`src/rtl/eff_addr_pkg.sv`:
```
package eff_addr_pkg;

  localparam logic [2:0] AM_REG      = 3'd0;
  localparam logic [2:0] AM_IMM      = 3'd1;
  localparam logic [2:0] AM_DIRECT   = 3'd2;
  localparam logic [2:0] AM_BASE     = 3'd3;
  localparam logic [2:0] AM_INDEX    = 3'd4;
  localparam logic [2:0] AM_BASE_IDX = 3'd5;

  localparam logic [1:0] SG_DATA  = 2'd0;
  localparam logic [1:0] SG_CODE  = 2'd1;
  localparam logic [1:0] SG_STACK = 2'd2;
  localparam logic [1:0] SG_EXTRA = 2'd3;

  localparam int unsigned NUM_SEGS = 4;

  function automatic logic mode_is_mem(input logic [2:0] m);
    return (m == AM_DIRECT) || (m == AM_BASE) || (m == AM_INDEX) || (m == AM_BASE_IDX);
  endfunction

  function automatic logic mode_has_base(input logic [2:0] m);
    return (m == AM_BASE) || (m == AM_BASE_IDX);
  endfunction

  function automatic logic mode_has_index(input logic [2:0] m);
    return (m == AM_INDEX) || (m == AM_BASE_IDX);
  endfunction

endpackage

```
`src/rtl/ea_offset_calc.sv`:
```
module ea_offset_calc
  import eff_addr_pkg::*;
#(
  parameter int OFS_W = 16
) (
  input  logic [2:0]       mode,
  input  logic             base_sel,
  input  logic             index_sel,
  input  logic             disp_en,
  input  logic [OFS_W-1:0] disp,
  input  logic [OFS_W-1:0] reg_bx,
  input  logic [OFS_W-1:0] reg_bp,
  input  logic [OFS_W-1:0] reg_si,
  input  logic [OFS_W-1:0] reg_di,
  output logic [OFS_W-1:0] offset,
  output logic             nomem,
  output logic             bp_based
);

  localparam int ACC_W = OFS_W + 2;

  function automatic logic [OFS_W-1:0] wrap_add3(
    input logic [OFS_W-1:0] a,
    input logic [OFS_W-1:0] b,
    input logic [OFS_W-1:0] c
  );
    logic [ACC_W-1:0] acc;
    acc = {2'b00, a} + {2'b00, b} + {2'b00, c};
    return acc[OFS_W-1:0];
  endfunction

  logic [OFS_W-1:0] base_term;
  logic [OFS_W-1:0] index_term;
  logic [OFS_W-1:0] disp_term;

  always_comb begin
    nomem      = !mode_is_mem(mode);
    bp_based   = mode_has_base(mode) && base_sel;
    base_term  = mode_has_base(mode)  ? (base_sel  ? reg_bp : reg_bx) : '0;
    index_term = mode_has_index(mode) ? (index_sel ? reg_di : reg_si) : '0;
    if (mode == AM_DIRECT)
      disp_term = disp;
    else
      disp_term = disp_en ? disp : '0;
    offset = nomem ? '0 : wrap_add3(base_term, index_term, disp_term);
  end

endmodule

```
`src/rtl/ea_seg_select.sv`:
```
module ea_seg_select
  import eff_addr_pkg::*;
#(
  parameter int SEG_W = 16
) (
  input  logic [SEG_W-1:0] seg_code,
  input  logic [SEG_W-1:0] seg_data,
  input  logic [SEG_W-1:0] seg_stack,
  input  logic [SEG_W-1:0] seg_extra,
  input  logic             bp_based,
  input  logic             ovr_valid,
  input  logic [1:0]       ovr_seg,
  output logic [SEG_W-1:0] seg_value
);

  logic [1:0]          pick;
  logic [SEG_W-1:0]    seg_tab [NUM_SEGS];
  logic [NUM_SEGS-1:0] pick_hit;

  always_comb begin
    seg_tab[SG_DATA]  = seg_data;
    seg_tab[SG_CODE]  = seg_code;
    seg_tab[SG_STACK] = seg_stack;
    seg_tab[SG_EXTRA] = seg_extra;
    if (ovr_valid)
      pick = ovr_seg;
    else
      pick = bp_based ? SG_STACK : SG_DATA;
  end

  for (genvar g = 0; g < NUM_SEGS; g++) begin : g_hit
    assign pick_hit[g] = (pick == 2'(g));
  end

  always_comb begin
    seg_value = '0;
    for (int k = 0; k < NUM_SEGS; k++) begin
      if (pick_hit[k]) seg_value = seg_tab[k];
    end
  end

endmodule

```
`src/rtl/ea_phys_combine.sv`:
```
module ea_phys_combine #(
  parameter int SEG_W     = 16,
  parameter int OFS_W     = 16,
  parameter int SEG_SHIFT = 4,
  parameter int PA_W      = 20
) (
  input  logic [SEG_W-1:0] seg_value,
  input  logic [OFS_W-1:0] offset,
  input  logic             nomem,
  output logic [PA_W-1:0]  phys
);

  localparam int SHIFTED_W = SEG_W + SEG_SHIFT;
  localparam int SUM_W     = ((SHIFTED_W > OFS_W) ? SHIFTED_W : OFS_W) + 1;

  function automatic logic [PA_W-1:0] fold(
    input logic [SEG_W-1:0] s,
    input logic [OFS_W-1:0] o
  );
    logic [SUM_W-1:0] acc;
    acc = SUM_W'({s, {SEG_SHIFT{1'b0}}}) + SUM_W'(o);
    return acc[PA_W-1:0];
  endfunction

  assign phys = nomem ? '0 : fold(seg_value, offset);

endmodule

```
`src/rtl/eff_addr_unit.sv`:
```
module eff_addr_unit
  import eff_addr_pkg::*;
#(
  parameter int OFS_W     = 16,
  parameter int SEG_W     = 16,
  parameter int SEG_SHIFT = 4,
  parameter int PA_W      = 20
) (
  input  logic             clk,
  input  logic             rst_n,
  input  logic             req_valid,
  input  logic [2:0]       mode,
  input  logic             base_sel,
  input  logic             index_sel,
  input  logic             disp_en,
  input  logic [OFS_W-1:0] disp,
  input  logic [OFS_W-1:0] reg_bx,
  input  logic [OFS_W-1:0] reg_bp,
  input  logic [OFS_W-1:0] reg_si,
  input  logic [OFS_W-1:0] reg_di,
  input  logic [SEG_W-1:0] seg_code,
  input  logic [SEG_W-1:0] seg_data,
  input  logic [SEG_W-1:0] seg_stack,
  input  logic [SEG_W-1:0] seg_extra,
  input  logic             ovr_valid,
  input  logic [1:0]       ovr_seg,
  output logic             out_valid,
  output logic             out_nomem,
  output logic [OFS_W-1:0] out_offset,
  output logic [PA_W-1:0]  out_phys
);

  logic [OFS_W-1:0] off_c;
  logic             nomem_c;
  logic             bp_based_c;
  logic [SEG_W-1:0] seg_c;
  logic [PA_W-1:0]  phys_c;

  // Named events brought out for the checker
  logic             ev_accept;
  logic             ev_mem_ref;
  logic [SEG_W-1:0] seg_q;

  assign ev_accept  = req_valid;
  assign ev_mem_ref = req_valid && !nomem_c;

  ea_offset_calc #(.OFS_W(OFS_W)) u_ofs (
    .mode      (mode),
    .base_sel  (base_sel),
    .index_sel (index_sel),
    .disp_en   (disp_en),
    .disp      (disp),
    .reg_bx    (reg_bx),
    .reg_bp    (reg_bp),
    .reg_si    (reg_si),
    .reg_di    (reg_di),
    .offset    (off_c),
    .nomem     (nomem_c),
    .bp_based  (bp_based_c)
  );

  ea_seg_select #(.SEG_W(SEG_W)) u_seg (
    .seg_code  (seg_code),
    .seg_data  (seg_data),
    .seg_stack (seg_stack),
    .seg_extra (seg_extra),
    .bp_based  (bp_based_c),
    .ovr_valid (ovr_valid),
    .ovr_seg   (ovr_seg),
    .seg_value (seg_c)
  );

  ea_phys_combine #(
    .SEG_W(SEG_W), .OFS_W(OFS_W), .SEG_SHIFT(SEG_SHIFT), .PA_W(PA_W)
  ) u_phys (
    .seg_value (seg_c),
    .offset    (off_c),
    .nomem     (nomem_c),
    .phys      (phys_c)
  );

  always_ff @(posedge clk or negedge rst_n) begin
    if (!rst_n) begin
      out_valid  <= 1'b0;
      out_nomem  <= 1'b0;
      out_offset <= '0;
      out_phys   <= '0;
      seg_q      <= '0;
    end else begin
      out_valid <= ev_accept;
      if (ev_accept) begin
        out_nomem  <= nomem_c;
        out_offset <= off_c;
        out_phys   <= phys_c;
        seg_q      <= seg_c;
      end
    end
  end

endmodule

```
`config.mk`:
```
export PLATFORM = sky130hd
export DESIGN_NAME = eff_addr_unit
export DESIGN_NICKNAME = d
export VERILOG_FILES = /design/src/rtl/eff_addr_pkg.sv /design/src/rtl/ea_offset_calc.sv /design/src/rtl/ea_seg_select.sv /design/src/rtl/ea_phys_combine.sv /design/src/rtl/eff_addr_unit.sv
export SDC_FILE = /design/constraint.sdc
export NUM_CORES = 1
export LEC_CHECK = 0
export CAP_MARGIN = 20
export CORE_ASPECT_RATIO = 1.2
export CORE_MARGIN = 4
export CORE_UTILIZATION = 33
export CTS_BUF_LIST = sky130_fd_sc_hd__clkbuf_16
export CTS_CLUSTER_DIAMETER = 80
export DETAILED_ROUTE_END_ITERATION = 12
export PLACE_DENSITY = 0.74
export SLEW_MARGIN = 25
export SYNTH_ARGS = -nofsm -noshare
export SYNTH_HDL_FRONTEND = slang
export SYNTH_HIERARCHICAL = 1
export SYNTH_SLANG_ARGS = --single-unit
```
`constraint.sdc`:
```
create_clock -name clk -period 0.8 [get_ports clk]
set_input_delay 0.16 -clock clk [delete_from_list [all_inputs] [get_ports clk]]
set_output_delay 0.16 -clock clk [all_outputs]
set_load 0.05 [all_outputs]
```
## Word-level counts from Yosys, hierarchy flattened

Cells that the tools add are included.

| cells by class | value |
|---|---|
| add/subtract/negate cells | 3 |
| equal/unequal tests | 7 |
| muxes and demuxes | 14 |
| reduce and logical (&&, ||, !) cells | 8 |

Operators with widths:

| operator | count |
|---|---|
| 16-bit two-way mux | 11 |
| 16-bit adder | 2 |
| 20-bit by 16-bit adder with 20-bit output | 1 |
| 20-bit two-way mux | 1 |
| 3-bit by 2-bit == test with 1-bit output (second input constant) | 2 |
| 3-bit == test (second input constant) | 2 |
| 1-bit logical OR | 5 |
| 2-bit == test (second input constant) | 2 |
| 2-bit two-way mux | 2 |
| 2-bit by 1-bit == test with 1-bit output (second input constant) | 1 |
| 2-bit logical NOT | 1 |
| 1-bit logical AND | 1 |
| 1-bit logical NOT | 1 |

| storage, ports and cells | value |
|---|---|
| register bits after elaboration | 38 |
| input port bits | 156 |
| word-level logic and storage cells | 36 |

## Longest topological paths before layout

| logic depth | value |
|---|---|
| depth in word-level cells | 12 |
| mapped depth | 22 |
| gate-level depth less buffers | 20 |

## Hierarchy

The synthesis kept the hierarchy.

By module, submodules not included:

| module | instances | cells each | area an instance (um^2) | sequential area each (um^2) |
|---|---|---|---|---|
| ea_offset_calc | 1 | 234 | 1751.7 | 0.0 |
| eff_addr_unit | 1 | 79 | 1551.5 | 950.9 |
| ea_phys_combine | 1 | 126 | 924.6 | 0.0 |
| ea_seg_select | 1 | 115 | 828.3 | 0.0 |

## Worst setup path after synthesis

No wires, ideal clock.

| timing | value |
|---|---|
| path type | input to register |
| start point | in mode[1] |
| end point | reg out_phys[16] |
| arrival | 4687 ps |
| data required time | 675 ps |
| setup slack | -4012 ps |
| stages on the path | 21 |
| path through | xor2_2 > and2_4 > buf_6 > clkbuf_1 > nand2_1 > fa_1 > inv_1 > ha_1 > a21oi_2 > nor2b_1 > a311o_1 > a31oi_4 > nor3_1 > a311oi_2 > ha_1 > o21ai_0 > nor2_1 > o311a_4 > a211oi_2 > mux2_1 > mux2_4 |

| on the way | value |
|---|---|
| elaborated cells on any way between the ends | 28 |
| classes of those cells | add/sub: 3; eq/ne: 7; mux: 11; reduce/logical: 7 |

RTL lines:

| what | line | RTL |
|---|---|---|
| start: declaration | eff_addr_unit.sv:12 | `input logic [2:0] mode,` |
| 3-bit by 2-bit == test with 1-bit output, or another cell as far along | eff_addr_pkg.sv:18, eff_addr_pkg.sv:22 |  |
| 1-bit logical OR (on tied branches) | eff_addr_pkg.sv:22, eff_addr_pkg.sv:26 |  |
| 16-bit two-way mux (on tied branches) | ea_offset_calc.sv:39, ea_offset_calc.sv:40 |  |
| 16-bit adder (2 in series) | ea_offset_calc.sv:28 | `acc = {2'b00, a} + {2'b00, b} + {2'b00, c};` |
| 16-bit two-way mux (*) | ea_offset_calc.sv:45 | `offset = nomem ? '0 : wrap_add3(base_term, index_term, disp_term);` |
| via off_c[12] | eff_addr_unit.sv:33 | `logic [OFS_W-1:0] off_c;` |
| 20-bit by 16-bit adder with 20-bit output (*) | ea_phys_combine.sv:21 | `acc = SUM_W'({s, {SEG_SHIFT{1'b0}}}) + SUM_W'(o);` |
| 20-bit two-way mux (*) | ea_phys_combine.sv:25 | `assign phys = nomem ? '0 : fold(seg_value, offset);` |
| via phys_c[16] | eff_addr_unit.sv:37 | `logic [PA_W-1:0] phys_c;` |
| end signal: assignment | eff_addr_unit.sv:94 | `out_phys <= phys_c;` |
| end: declaration | eff_addr_unit.sv:30 | `output logic [PA_W-1:0] out_phys` |

Mark *: on every way through the listed nets, which the timed path passes. The rest lies on a longest branch.
A chain may end at the register's enable or synchronous reset.

## Worst setup path in the final report

| timing | value |
|---|---|
| start point | in mode[1] |
| end point | reg out_phys[18] |

The elaborated chain is that of the path after synthesis.

==> results.md <==
| Group | Result | Reported |
|---|---|---|
| status | Status | complete, but fails checks |
| status | Failing checks | negative setup slack |
| worst hold path | Number of cells traversed by the worst hold path | 2 |
| detailed routing | Final ANT Viol Nets | 0 |
| worst setup path | Endpoint kind of the worst setup timing path | flip-flop |
| yosys | Number of distinct library cell variants in the gate-level netlist after synthesis | 64 |
| worst setup path | Largest fanout of any net on the critical path | 6 |
| grt | Global-route wire length before repair | 27.9 mm |
| worst setup path | Critical path cell sequence | buf_8 > and2b_4 > nand2_4 > fa_1 > inv_2 > ha_4 > fa_2 > a21oi_2 > o221ai_2 > a31oi_4 > buf_6 > o21ai_2 > xnor2_1 > nor2_2 > ha_4 > o21ai_2 > nor2_2 > o311a_4 > buf_6 > a221oi_2 > nand3_1 > mux2_4 |
| sta | Fin crit share | 546% |
| clock tree | Clock tree sinks | 38 |
| worst setup path | Kind of critical path | in -> reg |
| sta | Relative slew margins | 75.0% |
| yosys | Flop and latch count out of synthesis | 38 |
| sta | Final Hold Slack | 0.232 ns |
| power | Worst VDD drop | 0.903 mV |
| die | DIE AREA | 17,400 µm² |
| sta | Setup repair after global routing missed its margin | yes |
| worst setup path | Worst endpoint data arrival time | 4.53 ns |
| layout | Footprint of the multi-input gates | 4290 µm² |
| layout | Area delta synth->final | 93.0% |
| sta | Clk_skew | 0 ns |
| yosys | Post-synth EDFFs | 0 |
| grt | Number of antenna violations at the first check in global routing | 0 |
| clock tree | Clock root cell | sky130_fd_sc_hd__clkbuf_16 |
| detailed routing | Vias after detailed routing | 5,516 |
| layout | Share of final-layout standard cells stronger than drive strength 1 | 46.6% |
| yosys | Post-synthesis cell area | 5060 µm² |
| worst setup path | Worst Setup SP | mode[1] |
| grt | Total gr overflow | 0 |
| die | Core Region | 15,000 µm² |
| detailed routing | WL/cell | 16.9 µm |
| place | Port bufs | 193 |
| detailed routing | Routed Wire Length | 18.8 mm |
| yosys | Yosys synthesis warning count | 6 |
| detailed routing | Drt via density | 4.96 |
| layout | Antenna Cells | 0 |
| layout | Layout fillers | 1,085 |
| worst hold path | Path category of the worst min-delay check | in -> reg |
| sta | Transition time of the tightest slew-check pin | 0.370 ns |
| die | Die width | 121 µm |
| grt | Overall Global Routing Usage | 19.7% |
| worst setup path | Biggest cell delay along the critical path | 0.56 ns |
| worst setup path | Type of origin of the critical path | input port |
| clock tree | Latest clock arrival within the worst-skew pair | 0.28 ns |
| power | Total leakage power | 4.53 nW |
| detailed routing | DRC Markers | 0 |
| detailed routing | Count of routing violations after the opening detailed-route iteration | 262 |
| sta | Max Slew Vio Count | 0 |
| clock tree | Clock transition at the register clock pins on the worst setup and hold paths after CTS | 0.05 ns |
| worst setup path | Cell type of the slowest stage on the worst timing path | sky130_fd_sc_hd__fa_1 |
| die | Overall die height | 144 µm |
| yosys | Avg Inst Size Synth | 9.13 µm² |
| power | Power density over the cells | 1640 nW/µm² |
| yosys | Proportion of synthesized chip area in sequential cells | 18.8% |
| yosys | Share of the synthesized area in the top cell type | 18.8% |
| die | Effective utilization at floorplan | 33.7% |
| yosys | Most frequently used cell type in the post-synthesis netlist | sky130_fd_sc_hd__nand2_1 |
| place | Global placer's final weighted congestion | 0.913 |
| yosys | Leading cell types by total area after synthesis | sky130_fd_sc_hd__dfrtp_1, sky130_fd_sc_hd__mux2_4, sky130_fd_sc_hd__mux2_2, sky130_fd_sc_hd__fa_1, sky130_fd_sc_hd__mux2i_1 |
| clock tree | CTS buffer count | 5 |
| worst setup path | Startpoint of the worst-slack reg-to-reg timing path | out_offset[14] |
| clock tree | Clock tree from TritonCTS | yes |
| layout | Core occupancy in the finished layout | 65.0% |
| detailed routing | First-pass detailed-route iteration total | 4 |
| worst setup path | Required time at the worst-slack endpoint | 0.96 ns |
| job | Max capacitance violation total | 0 |
| sta | Final setup violation count | 75 |
| layout | Area occupied by registers | 952 µm² |
| grt | Via count of the first global-routing pass | 5,742 |
| yosys | Commonest register cell after synthesis | sky130_fd_sc_hd__dfrtp_1 |
| yosys | Commonest cells in the netlist | sky130_fd_sc_hd__nand2_1, sky130_fd_sc_hd__nor2_1, sky130_fd_sc_hd__mux2_2 |
| layout | Final-stage net count | 1,107 |
| clock tree | Clk buf depth | 2 |
| worst setup path | Flop2flop setup slack | -0.19 ns |
| sta | Min Tclk post-route | 4.37 ns |
| sta | Worst-case setup margin in the final layout | -3.57 ns |
| yosys | Synth Instances | 554 |
| sta | Hold Violations, Final | 0 |
| yosys | Largest area contributor in the synthesized netlist | sky130_fd_sc_hd__dfrtp_1 |
| clock tree | H-tree depth reported by CTS | 2 |
| place | Post-placement setup slack | -4.24 ns |
| worst hold path | Worst min-delay path startpoint | req_valid |
| sta | Fmax | 0.229 GHz |
| die | Rows | 49 |
| yosys | Share of synthesized registers carrying an async set or reset | 100% |
| yosys | Post-synthesis net count | 753 |
| place | Estimated wirelength of the detail-placed design | 13.9 mm |
| worst setup path | Cell depth of the worst flop-to-flop path | 2 |
| grt | Maximum number of pins on one net before global-route repair | 33 |
| die | Num ports | 194 |
==> power breakdown <==
group,switching (mW),internal [mW]
clock network,0.743,1.13
registers,0.465,2.35
logic,5.06,6.29
==> metrics by stage <==
| step | cell area, µm² | power, mW | std cells | TNS (ns) |
|---|---|---|---|---|
| after global routing | 9760 | 16.8 | 1113 | -100.88 |
| after detailed placement | 8480 | 12.1 | 1029 | -113.20 |
| after CTS | 9370 | 15.3 | 1096 | -91.49 |
| after floorplan | 5260 | 7.66 | 554 | -84.73 |
| final | 9760 | 16.0 | 1113 | -96.50 |
| after global placement | 8480 | 12.0 | 1029 | -110.96 |
==> cell type report <==
| cell class | instances | area share, % |
|---|---|---|
| Timing Repair Buffer | 382 | 40.8 |
| Clock buffer | 5 | 1.28 |
| Tap cell | 204 | 2.62 |
| Inverter | 37 | 1.45 |
| Multi-Input combinational cell | 444 | 43.9 |
| Clock inverter | 3 | 0.128 |
| Sequential cell | 38 | 9.76 |
==> cells in the final DEF (no fill, tap or decap), types with 4 or more instances in the layout <==
master                            instances
sky130_fd_sc_hd__mux2_2                  27
sky130_fd_sc_hd__ha_4                    10
sky130_fd_sc_hd__nor2b_1                 14
sky130_fd_sc_hd__dfrtp_1                 37
sky130_fd_sc_hd__clkbuf_16                5
sky130_fd_sc_hd__dlygate4sd2_1           14
sky130_fd_sc_hd__a21o_1                   4
sky130_fd_sc_hd__nand2_2                  8
sky130_fd_sc_hd__a21oi_2                 10
sky130_fd_sc_hd__clkdlybuf4s50_1        132
sky130_fd_sc_hd__nand3_1                  5
sky130_fd_sc_hd__buf_2                    4
sky130_fd_sc_hd__a221o_1                 15
sky130_fd_sc_hd__a21oi_1                 12
sky130_fd_sc_hd__inv_2                    8
sky130_fd_sc_hd__mux2_4                  42
sky130_fd_sc_hd__ha_1                    14
sky130_fd_sc_hd__nor2_1                  29
sky130_fd_sc_hd__a211oi_2                 4
sky130_fd_sc_hd__a31oi_4                  4
sky130_fd_sc_hd__inv_1                   29
sky130_fd_sc_hd__o22ai_1                 15
sky130_fd_sc_hd__buf_6                   30
sky130_fd_sc_hd__fa_1                    14
sky130_fd_sc_hd__nor2_2                  14
sky130_fd_sc_hd__mux2i_1                 34
sky130_fd_sc_hd__nand2_1                 66
sky130_fd_sc_hd__o21ai_2                  5
sky130_fd_sc_hd__xnor2_2                  4
sky130_fd_sc_hd__buf_4                  145
sky130_fd_sc_hd__buf_12                  51
sky130_fd_sc_hd__nand2_4                  4
sky130_fd_sc_hd__xor2_1                   7
==> what timing repair did <==
item                                    CTS  global route
setup buffers                            60            21
resized for setup                       128            51
hold buffers                              1             0
endpoints found under the hold margin    30             0
pin swaps                                60            57
endpoints found under the setup margin   75            75
==> worst paths after layout <==
check / end
worst min register to register: out_offset[15]
min in group asynchronous: out_phys[18]
worst max-delay path: out_phys[18]
max in group asynchronous: out_offset[14]
worst max register to register: out_offset[14]
worst min-delay path: out_valid
==> cell families after synthesis <==
kind of cell,share of synthesized area (%)
adders and majority gates,13.2
buffers and inverters,7.67
DFF,18.8
muxes,25.0
and+or+nand+nor,16.6
AOI/OAI and AO/OA,15.2
xor gates and xnor gates,3.54
==> per-layer routing <==
| layer | track usage (%) | up-vias | share of wire [%] |
|---|---|---|---|
| li1 | - | 2661 | - |
| met1 | 22.5 | 2635 | 37 |
| met2 | 37.7 | 168 | 55 |
| met3 | 1.97 | 52 | 3.9 |
| met4 | 6.98 | 0 | 3.8 |
| met5 | 0 | - | 0 |
==> flip-flops by register name, indices dropped and copies added (netlist names) <==
signal and flops:
out_phys 20, out_offset 16, out_nomem 1, out_valid 1
==> worst max-delay path, delay by kind of cell <==
family / cells / cell delay [ns]
compound gates: 7 / 1.32
xor+xnor: 1 / 0.14
fa+ha+maj: 4 / 1.39
buf+inv: 4 / 0.41
mux: 1 / 0.28
simple gates: 5 / 0.82
Power figures use the tool's default switching activity.
